==> src/rtl/ds3oh_pkg.sv <==
package ds3oh_pkg;

  localparam int GRP_BITS_DEF  = 85;
  localparam int SUBF_GRPS_DEF = 8;
  localparam int SUBFRAMES_DEF = 7;

  typedef enum int {
    K_PBIT = 0,
    K_CPAR = 1,
    K_FEBE = 2
  } ds3oh_kind_e;

  localparam int NKIND = 3;

  // first bit of group blk in subframe sf (both zero based)
  function automatic int oh_addr(int grp, int sgrps, int sf, int blk);
    return (sf * sgrps + blk) * grp;
  endfunction

  function automatic logic grp_last(int idx, int grp);
    return (idx % grp) == (grp - 1);
  endfunction

  function automatic logic grp_first(int idx, int grp);
    return (idx % grp) == 0;
  endfunction

  // the three C-bits of subframe sf sit in groups 2, 4 and 6
  function automatic logic c_slot(int idx, int grp, int sgrps, int sf);
    return (idx == oh_addr(grp, sgrps, sf, 2)) ||
           (idx == oh_addr(grp, sgrps, sf, 4)) ||
           (idx == oh_addr(grp, sgrps, sf, 6));
  endfunction

  // P-bits lead subframes 3 and 4
  function automatic logic p_slot(int idx, int grp, int sgrps);
    return (idx == oh_addr(grp, sgrps, 2, 0)) ||
           (idx == oh_addr(grp, sgrps, 3, 0));
  endfunction

endpackage

==> src/rtl/ds3oh_frame_req.sv <==
module ds3oh_frame_req (
  input  logic clk,
  input  logic rst_n,
  input  logic force_n,
  input  logic allow,
  input  logic at_start,
  output logic act
);
  logic prev_q, pend_q, act_q;
  logic fall;

  assign fall = prev_q & ~force_n & allow;
  assign act  = act_q;

  always_ff @(posedge clk or negedge rst_n) begin
    if (!rst_n) begin
      prev_q <= 1'b1;
      pend_q <= 1'b0;
      act_q  <= 1'b0;
    end else begin
      prev_q <= force_n;
      if (at_start) begin
        act_q  <= pend_q;
        pend_q <= fall;
      end else begin
        pend_q <= pend_q | fall;
      end
    end
  end

  // the active frame flag moves only on a frame boundary
  p_act_on_start_r9: assert property (@(posedge clk) disable iff (!rst_n)
    !$stable(act_q) |-> $past(at_start));

  // a queued request becomes active at the frame start
  p_pend_to_act_r5: assert property (@(posedge clk) disable iff (!rst_n)
    (at_start && pend_q) |=> act_q);

endmodule

==> src/rtl/ds3oh_oh_stage.sv <==
module ds3oh_oh_stage
  import ds3oh_pkg::*;
#(
  parameter int GRP_BITS = GRP_BITS_DEF,
  parameter int IDXW     = 13
) (
  input  logic            clk,
  input  logic            rst_n,
  input  logic [IDXW-1:0] bit_idx,
  input  logic            force_n,
  output logic            win,
  output logic            oh_now
);
  logic used_q, now_q, fire;

  assign win    = grp_last(int'(bit_idx), GRP_BITS);
  assign fire   = win & ~force_n & ~used_q;
  assign oh_now = now_q;

  always_ff @(posedge clk or negedge rst_n) begin
    if (!rst_n) begin
      used_q <= 1'b0;
      now_q  <= 1'b0;
    end else begin
      used_q <= force_n ? 1'b0 : (used_q | fire);
      now_q  <= fire;
    end
  end

  // an overhead error lasts one bit and follows a window
  p_oh_single_r3: assert property (@(posedge clk) disable iff (!rst_n)
    oh_now |=> !oh_now);
  p_oh_after_win_r3: assert property (@(posedge clk) disable iff (!rst_n)
    oh_now |-> $past(win));

  // no second error while the request stays low
  p_oh_once_r4: assert property (@(posedge clk) disable iff (!rst_n)
    (oh_now && !force_n) |=> (!oh_now until_with force_n));

endmodule

==> src/rtl/ds3oh_inject.sv <==
module ds3oh_inject
  import ds3oh_pkg::*;
#(
  parameter  int GRP_BITS   = GRP_BITS_DEF,
  parameter  int SUBF_GRPS  = SUBF_GRPS_DEF,
  parameter  int SUBFRAMES  = SUBFRAMES_DEF,
  localparam int FRAME_BITS = GRP_BITS * SUBF_GRPS * SUBFRAMES,
  localparam int IDXW       = $clog2(FRAME_BITS)
) (
  input  logic            clk,
  input  logic            rst_n,
  input  logic            cbit_mode,
  input  logic [IDXW-1:0] bit_idx,
  input  logic            bit_in,
  input  logic            force_oh_n,
  input  logic            force_p_n,
  input  logic            force_cp_n,
  input  logic            force_febe_n,
  output logic            bit_out,
  output logic            oh_win
);
  logic [NKIND-1:0] force_vec, allow_vec, act_vec;
  logic at_start, oh_now;
  logic p_hit, cp_hit, febe_hit, frame_bit;
  int   idx;

  assign idx      = int'(bit_idx);
  assign at_start = (bit_idx == '0);

  assign force_vec[K_PBIT] = force_p_n;
  assign force_vec[K_CPAR] = force_cp_n;
  assign force_vec[K_FEBE] = force_febe_n;
  assign allow_vec[K_PBIT] = 1'b1;
  assign allow_vec[K_CPAR] = cbit_mode;
  assign allow_vec[K_FEBE] = cbit_mode;

  for (genvar g = 0; g < NKIND; g++) begin : g_req
    ds3oh_frame_req u_req (
      .clk      (clk),
      .rst_n    (rst_n),
      .force_n  (force_vec[g]),
      .allow    (allow_vec[g]),
      .at_start (at_start),
      .act      (act_vec[g])
    );
  end

  ds3oh_oh_stage #(.GRP_BITS(GRP_BITS), .IDXW(IDXW)) u_oh (
    .clk     (clk),
    .rst_n   (rst_n),
    .bit_idx (bit_idx),
    .force_n (force_oh_n),
    .win     (oh_win),
    .oh_now  (oh_now)
  );

  assign p_hit    = act_vec[K_PBIT] & p_slot(idx, GRP_BITS, SUBF_GRPS);
  assign cp_hit   = act_vec[K_CPAR] & cbit_mode & c_slot(idx, GRP_BITS, SUBF_GRPS, 2);
  assign febe_hit = act_vec[K_FEBE] & cbit_mode & c_slot(idx, GRP_BITS, SUBF_GRPS, 3);

  // frame-level errors first, then the overhead inversion on top
  assign frame_bit = febe_hit ? 1'b0 : (bit_in ^ (p_hit | cp_hit));
  assign bit_out   = frame_bit ^ oh_now;

  // overhead errors land only on overhead bit positions
  p_oh_on_oh_bit_r3: assert property (@(posedge clk) disable iff (!rst_n)
    oh_now |-> grp_first(idx, GRP_BITS));

  // in M13 mode only P-bits and overhead errors may alter the stream
  p_m13_quiet_r8: assert property (@(posedge clk) disable iff (!rst_n)
    (!cbit_mode && !oh_now && !p_slot(idx, GRP_BITS, SUBF_GRPS)) |-> (bit_out == bit_in));

  // payload bits are never touched
  p_payload_clean_r11: assert property (@(posedge clk) disable iff (!rst_n)
    !grp_first(idx, GRP_BITS) |-> (bit_out == bit_in));

endmodule

==> config.mk <==
export PLATFORM = sky130hd
export DESIGN_NAME = ds3oh_inject
export DESIGN_NICKNAME = d
export VERILOG_FILES = /design/src/rtl/ds3oh_pkg.sv /design/src/rtl/ds3oh_frame_req.sv /design/src/rtl/ds3oh_oh_stage.sv /design/src/rtl/ds3oh_inject.sv
export SDC_FILE = /design/constraint.sdc
export NUM_CORES = 1
export LEC_CHECK = 0
export ABC_AREA = 1
export BUFFER_PORTS_ARGS = -buffer_cell sky130_fd_sc_hd__buf_2
export CORE_MARGIN = 3
export CORE_UTILIZATION = 55
export CTS_BUF_LIST = sky130_fd_sc_hd__clkbuf_16
export DETAILED_ROUTE_END_ITERATION = 8
export PLACE_DENSITY = 0.75
export SYNTH_ARGS = -nofsm -noshare
export SYNTH_HDL_FRONTEND = slang
export SYNTH_HIERARCHICAL = 1
export SYNTH_SLANG_ARGS = --single-unit
==> constraint.sdc <==
create_clock -name clk -period 28.7 [get_ports clk]
set_input_delay 5.74 -clock clk [delete_from_list [all_inputs] [get_ports clk]]
set_output_delay 5.74 -clock clk [all_outputs]
set_load 0.03 [all_outputs]
# Yosys cells after proc, flatten, opt, wreduce, memory -nomap -nowiden

Index checks and enable logic that the tools add are counted.

Bits in latches: 0
Memories kept: 0
Bits in writable memories: 0
Register bits after elaboration: 11
Memory bits (read-only): 0

Multipliers: 0
Eq/ne operators: 9
Mux-type cells: 5
Divide/modulo/power cells: 1
Reduce and logical (&&, ||, !) cells: 6
$add $sub $neg: 0
Magnitude comparators: 0
Shift-type cells: 0
Bitwise logic cells: 24

Operators with widths:

| cell                    | number |
|---|---|
| $eq A13 B12 Y1 const B  | 5 |
| $eq A13 B13 Y1 const B  | 3 |
| $eq A32 B8 Y1 const B   | 1 |
| $mod A14 B8 Y32 const B | 1 |
| $logic_not A13 Y1       | 1 |
| $and A1 B1 Y1           | 12 |
| $logic_or A1 B1 Y1      | 5 |
| $mux W1                 | 5 |
| $not A1 Y1              | 5 |
| $or A1 B1 Y1            | 5 |
| $xor A1 B1 Y1           | 2 |

# Logic depth before layout (Yosys ltp)

Depth in word-level cells: 8
Gate-level depth with buffers: 63
Gate-level depth less buffers: 62

# Cells and area by module

Netlist, hierarchy kept.

Modules (own cells, without submodules):

| module          | area each (µm²) | times used | cells each | sequential area each (µm²) |
|---|---|---|---|---|
| ds3oh_oh_stage  | 3529.6          | 1          | 713        | 50.0 |
| ds3oh_frame_req | 107.6           | 3          | 11         | 76.3 |
| ds3oh_inject    | 305.3           | 1          | 73         | 0.0 |

# Worst setup path before layout

OpenSTA, ideal clock, no wires.

Path type: in2out
Start: in bit_idx[6]
End: out oh_win
Buffers on the path: 2
Arrival: 11.554 ns
Stages on the path: 60
Data required time: 22.960 ns
Path slack: 11.406 ns
Path through: nor2_1 nor2_1 nand4_1 nand3_1 ha_1 inv_1 nand2_1 nand2_1 inv_1 a21oi_4 nand3_4 nand2_1 nand2_1 inv_2 nand2_1 nor2_2 nand2_4 nand3_4 [... 24 more ...] nand2_1 inv_1 ha_1 inv_1 nand3_1 nand2_1 nand3_2 nand3_4 inv_2 nand2_4 buf_6 nand2_2 nand3_1 nor2_1 nand2_1 nor2_1 nand2_1 inv_1

Word-level cells in the longest chain between the ends: 2

Ends and longest elaborated chain:

| element         | line               | text |
|---|---|---|
| from (decl)     | ds3oh_inject.sv:13 | `input logic [IDXW-1:0] bit_idx,` |
| $mod A14 B8 Y32 | ds3oh_pkg.sv:21    | `return (idx % grp) == (grp - 1);` |
| $eq A32 B8 Y1   | ds3oh_pkg.sv:21    |  |
| to (decl)       | ds3oh_inject.sv:20 | `output logic oh_win` |

No other way between the ends.

# Worst setup path in the final report

Ends and elaborated chain as after synthesis.

==> flow_summary.json <==
{
  "detail_route.first_pass.iterations": 5,
  "layout_common_cells": "nand2_1, inv_1, nand3_1",
  "syn_nets": 845,
  "crit_type": "in -> out",
  "gp_congestion": 0.9559,
  "setup-violations-final": 0,
  "wl_met1_um": 5418,
  "clk-insertion-delay-late_ns": 0.24,
  "min_period_over_period_pct": 68.33,
  "rsz0062_at_grt": "no",
  "min_path_type": "reg -> reg",
  "dp_hpwl_um": 9527,
  "h-tree-depth": 1,
  "drive_gt1_share_pct": 15.39,
  "ys_seq_area_share_pct": 6.711,
  "antenna_found_initial": 0,
  "setup_tns_ns": 0,
  "synth_area_per_cell_um2": 5.077,
  "crit_path_max_incr_delay_ns": 0.81,
  "timing.final.crit_period_ns": 19.61,
  "ant_nets": 0,
  "drt_iter0_markers": 420,
  "synth-async-reset-ratio_pct": 100.0,
  "dieArea_mm2": 0.008639,
  "cts_resized": 0,
  "syn2layout_area_growth_pct": 6.440,
  "top_layer": "met4",
  "yosysWarningCount": 6,
  "outcome": "finished, final reports clean",
  "grt_max_degree": 23,
  "synth_enable_flop_cells": 0,
  "grt.overflow.total": 0,
  "cp_slowest_cell": "nor2_1",
  "wl_met2_um": 5314,
  "drc": 0,
  "synthCells": 819,
  "path_max_fanout": 17,
  "wirelength_um": 11540,
  "die_y_um": 92.95,
  "core_area_mm2": 0.007292,
  "grt_pass1_vias": 4661,
  "row_count": 31,
  "cap_violations": 0,
  "met3WireLength_um": 711,
  "cts_buffer_depth": 2,
  "num_io_pins": 23,
  "grt_pass1_wl_um": 20410,
  "final_common_cell": "nand2_1",
  "start_util_pct": 57.02,
  "numPortBuffers": 22,
  "cts_setup_buffers": 0,
  "max_freq_mhz": 50.99,
  "routedWlPerCell_um": 12.31,
  "tightest_slew_ns": 1.066,
  "grt_use_total_pct": 27.58,
  "dr_total_vias": 5078,
  "finalHoldViolCount": 0,
  "via_per_inst": 5.419,
  "report.final.slew_viol_count": 0,
  "num_antenna_cells": 0,
  "die_x_um": 92.95,
  "slew_headroom_pct": 28.66,
  "arrival_ns": 13.87,
  "crit_required_ns": 22.96,
  "synth_cell_types": 39,
  "ys_ff_latch": 11,
  "timing.critical_path.mode_cell": "nand2_1",
  "holdBufCountCts": 0,
  "root_buffer": "clkbuf_16",
  "tritoncts": "yes",
  "cp-end-kind": "output port",
  "finalClockSkew_ns": 0.0006945,
  "cts.sinks": 11,
  "synth.cell_area_mm2": 0.004158,
  "fin_nets": 865,
  "startpoint_type": "primary input",
  "ys.flop_type": "dfrtp_1",
  "cts_buffers": 3,
  "clkTransAtPathRegs_ns": 0.04
}
-- per-stage QoR --
| stage | hold slack, ns | worst slack (ns) | std cells | instance area (um2) | util, % |
|---|---|---|---|---|---|
| 6_report | 0.4732 | 9.089 | 937 | 4425 | 60.69 |
| 5_1_grt | 0.5039 | 8.260 | 937 | 4425 | 60.69 |
| 4_1_cts | 0.4785 | 9.231 | 937 | 4425 | 60.69 |
| 3_5_place_dp | 0.4675 | 9.239 | 933 | 4345 | 59.59 |
| 2_1_floorplan | 0.4417 | 11.41 | 819 | 4158 | - |
| 3_3_place_gp | 0.4530 | 9.511 | 933 | 4345 | 59.59 |
-- worst paths after layout --
check | start | end | slack (ns) | depth (start not counted)
max reg2reg | u_oh/used_q | u_oh/oh_now | 27.87 | 2
min in group asynchronous | rst_n | g_req[2].u_req/act | 5.36 | 1
min reg2reg | g_req[2].u_req/act | g_req[2].u_req/act | 0.47 | 2
max in group asynchronous | rst_n | g_req[2].u_req/prev_q | 23.08 | 1
max | bit_idx[6] | oh_win | 9.09 | 54
min | g_req[2].u_req/act | g_req[2].u_req/act | 0.47 | 2
-- critical path: cells and delay by family --
family	cells	cell delay [ns]
buffers and inverters	10	1.48
AO/OA/AOI/OAI	2	0.44
adder cells (fa/ha/maj)	3	0.57
AND/OR/NAND/NOR	39	5.57
-- area by class of cell --
class                      instances  area [um2]
clock buffer                       3       75.07
multi-input combinational        671        3341
fill                             772        2867
tap                               99       123.9
inverter                         129       484.2
clock inverter                     1       5.005
timing repair buffer              23       117.6
sequential                        11       279.0
-- cells by family (layout without fill, tap and decap cells) --
group,count (synthesis),in the layout,share of synthesized area [%]
other,1,1,0.09019
AOI/OAI and AO/OA,42,42,6.591
xor gates and xnor gates,14,14,2.949
adders and majority gates,5,5,1.505
and+or+nand+nor,609,609,69.21
buffers and inverters,137,156,12.94
DFF,11,11,6.711
-- routing by layer --
layer	vias to the layer above	GRT usage [%]
met4	0	4.884
met2	161	46.37
li1	2632	-
met3	14	3.574
met1	2271	37.92
met5	-	0
-- registers in the layout, summed over array words and instances (netlist names) --
| signal | flops |
|---|---|
| u_oh/oh_now | 1 |
| g_req.u_req/pend_q | 3 |
| g_req.u_req/prev_q | 3 |
| u_oh/used_q | 1 |
| g_req.u_req/act | 3 |
-- synth_stat cells (3+ instances only) --
| cell | number | share of area [%] |
|---|---|---|
| nand2_1 | 313 | 28 |
| inv_1 | 103 | 9.3 |
| nand3_1 | 97 | 12 |
| nor2_1 | 84 | 7.6 |
| nand4_1 | 35 | 5.3 |
| nand2_2 | 31 | 4.7 |
| inv_2 | 24 | 2.2 |
| xor2_1 | 14 | 2.9 |
| o21ai_0 | 13 | 1.6 |
| a21oi_1 | 10 | 1.2 |
| dfrtp_1 | 8 | 4.8 |
| nand3_4 | 8 | 3.4 |
| nor2_2 | 8 | 1.2 |
| nand3_2 | 7 | 1.7 |
| nand3b_1 | 7 | 1.3 |
| nand2_4 | 6 | 1.6 |
| nor2_4 | 6 | 1.6 |
| ha_1 | 5 | 1.5 |
| o21ai_1 | 5 | 0.60 |
| buf_2 | 4 | 0.48 |
| nor3_1 | 4 | 0.48 |
| a21oi_2 | 3 | 0.63 |
| dfstp_2 | 3 | 1.9 |
| o21ai_2 | 3 | 0.63 |
Power is left out: the tool's default activity adds up to more than one toggle a clock period on the data nets, which glitch-free logic cannot reach.
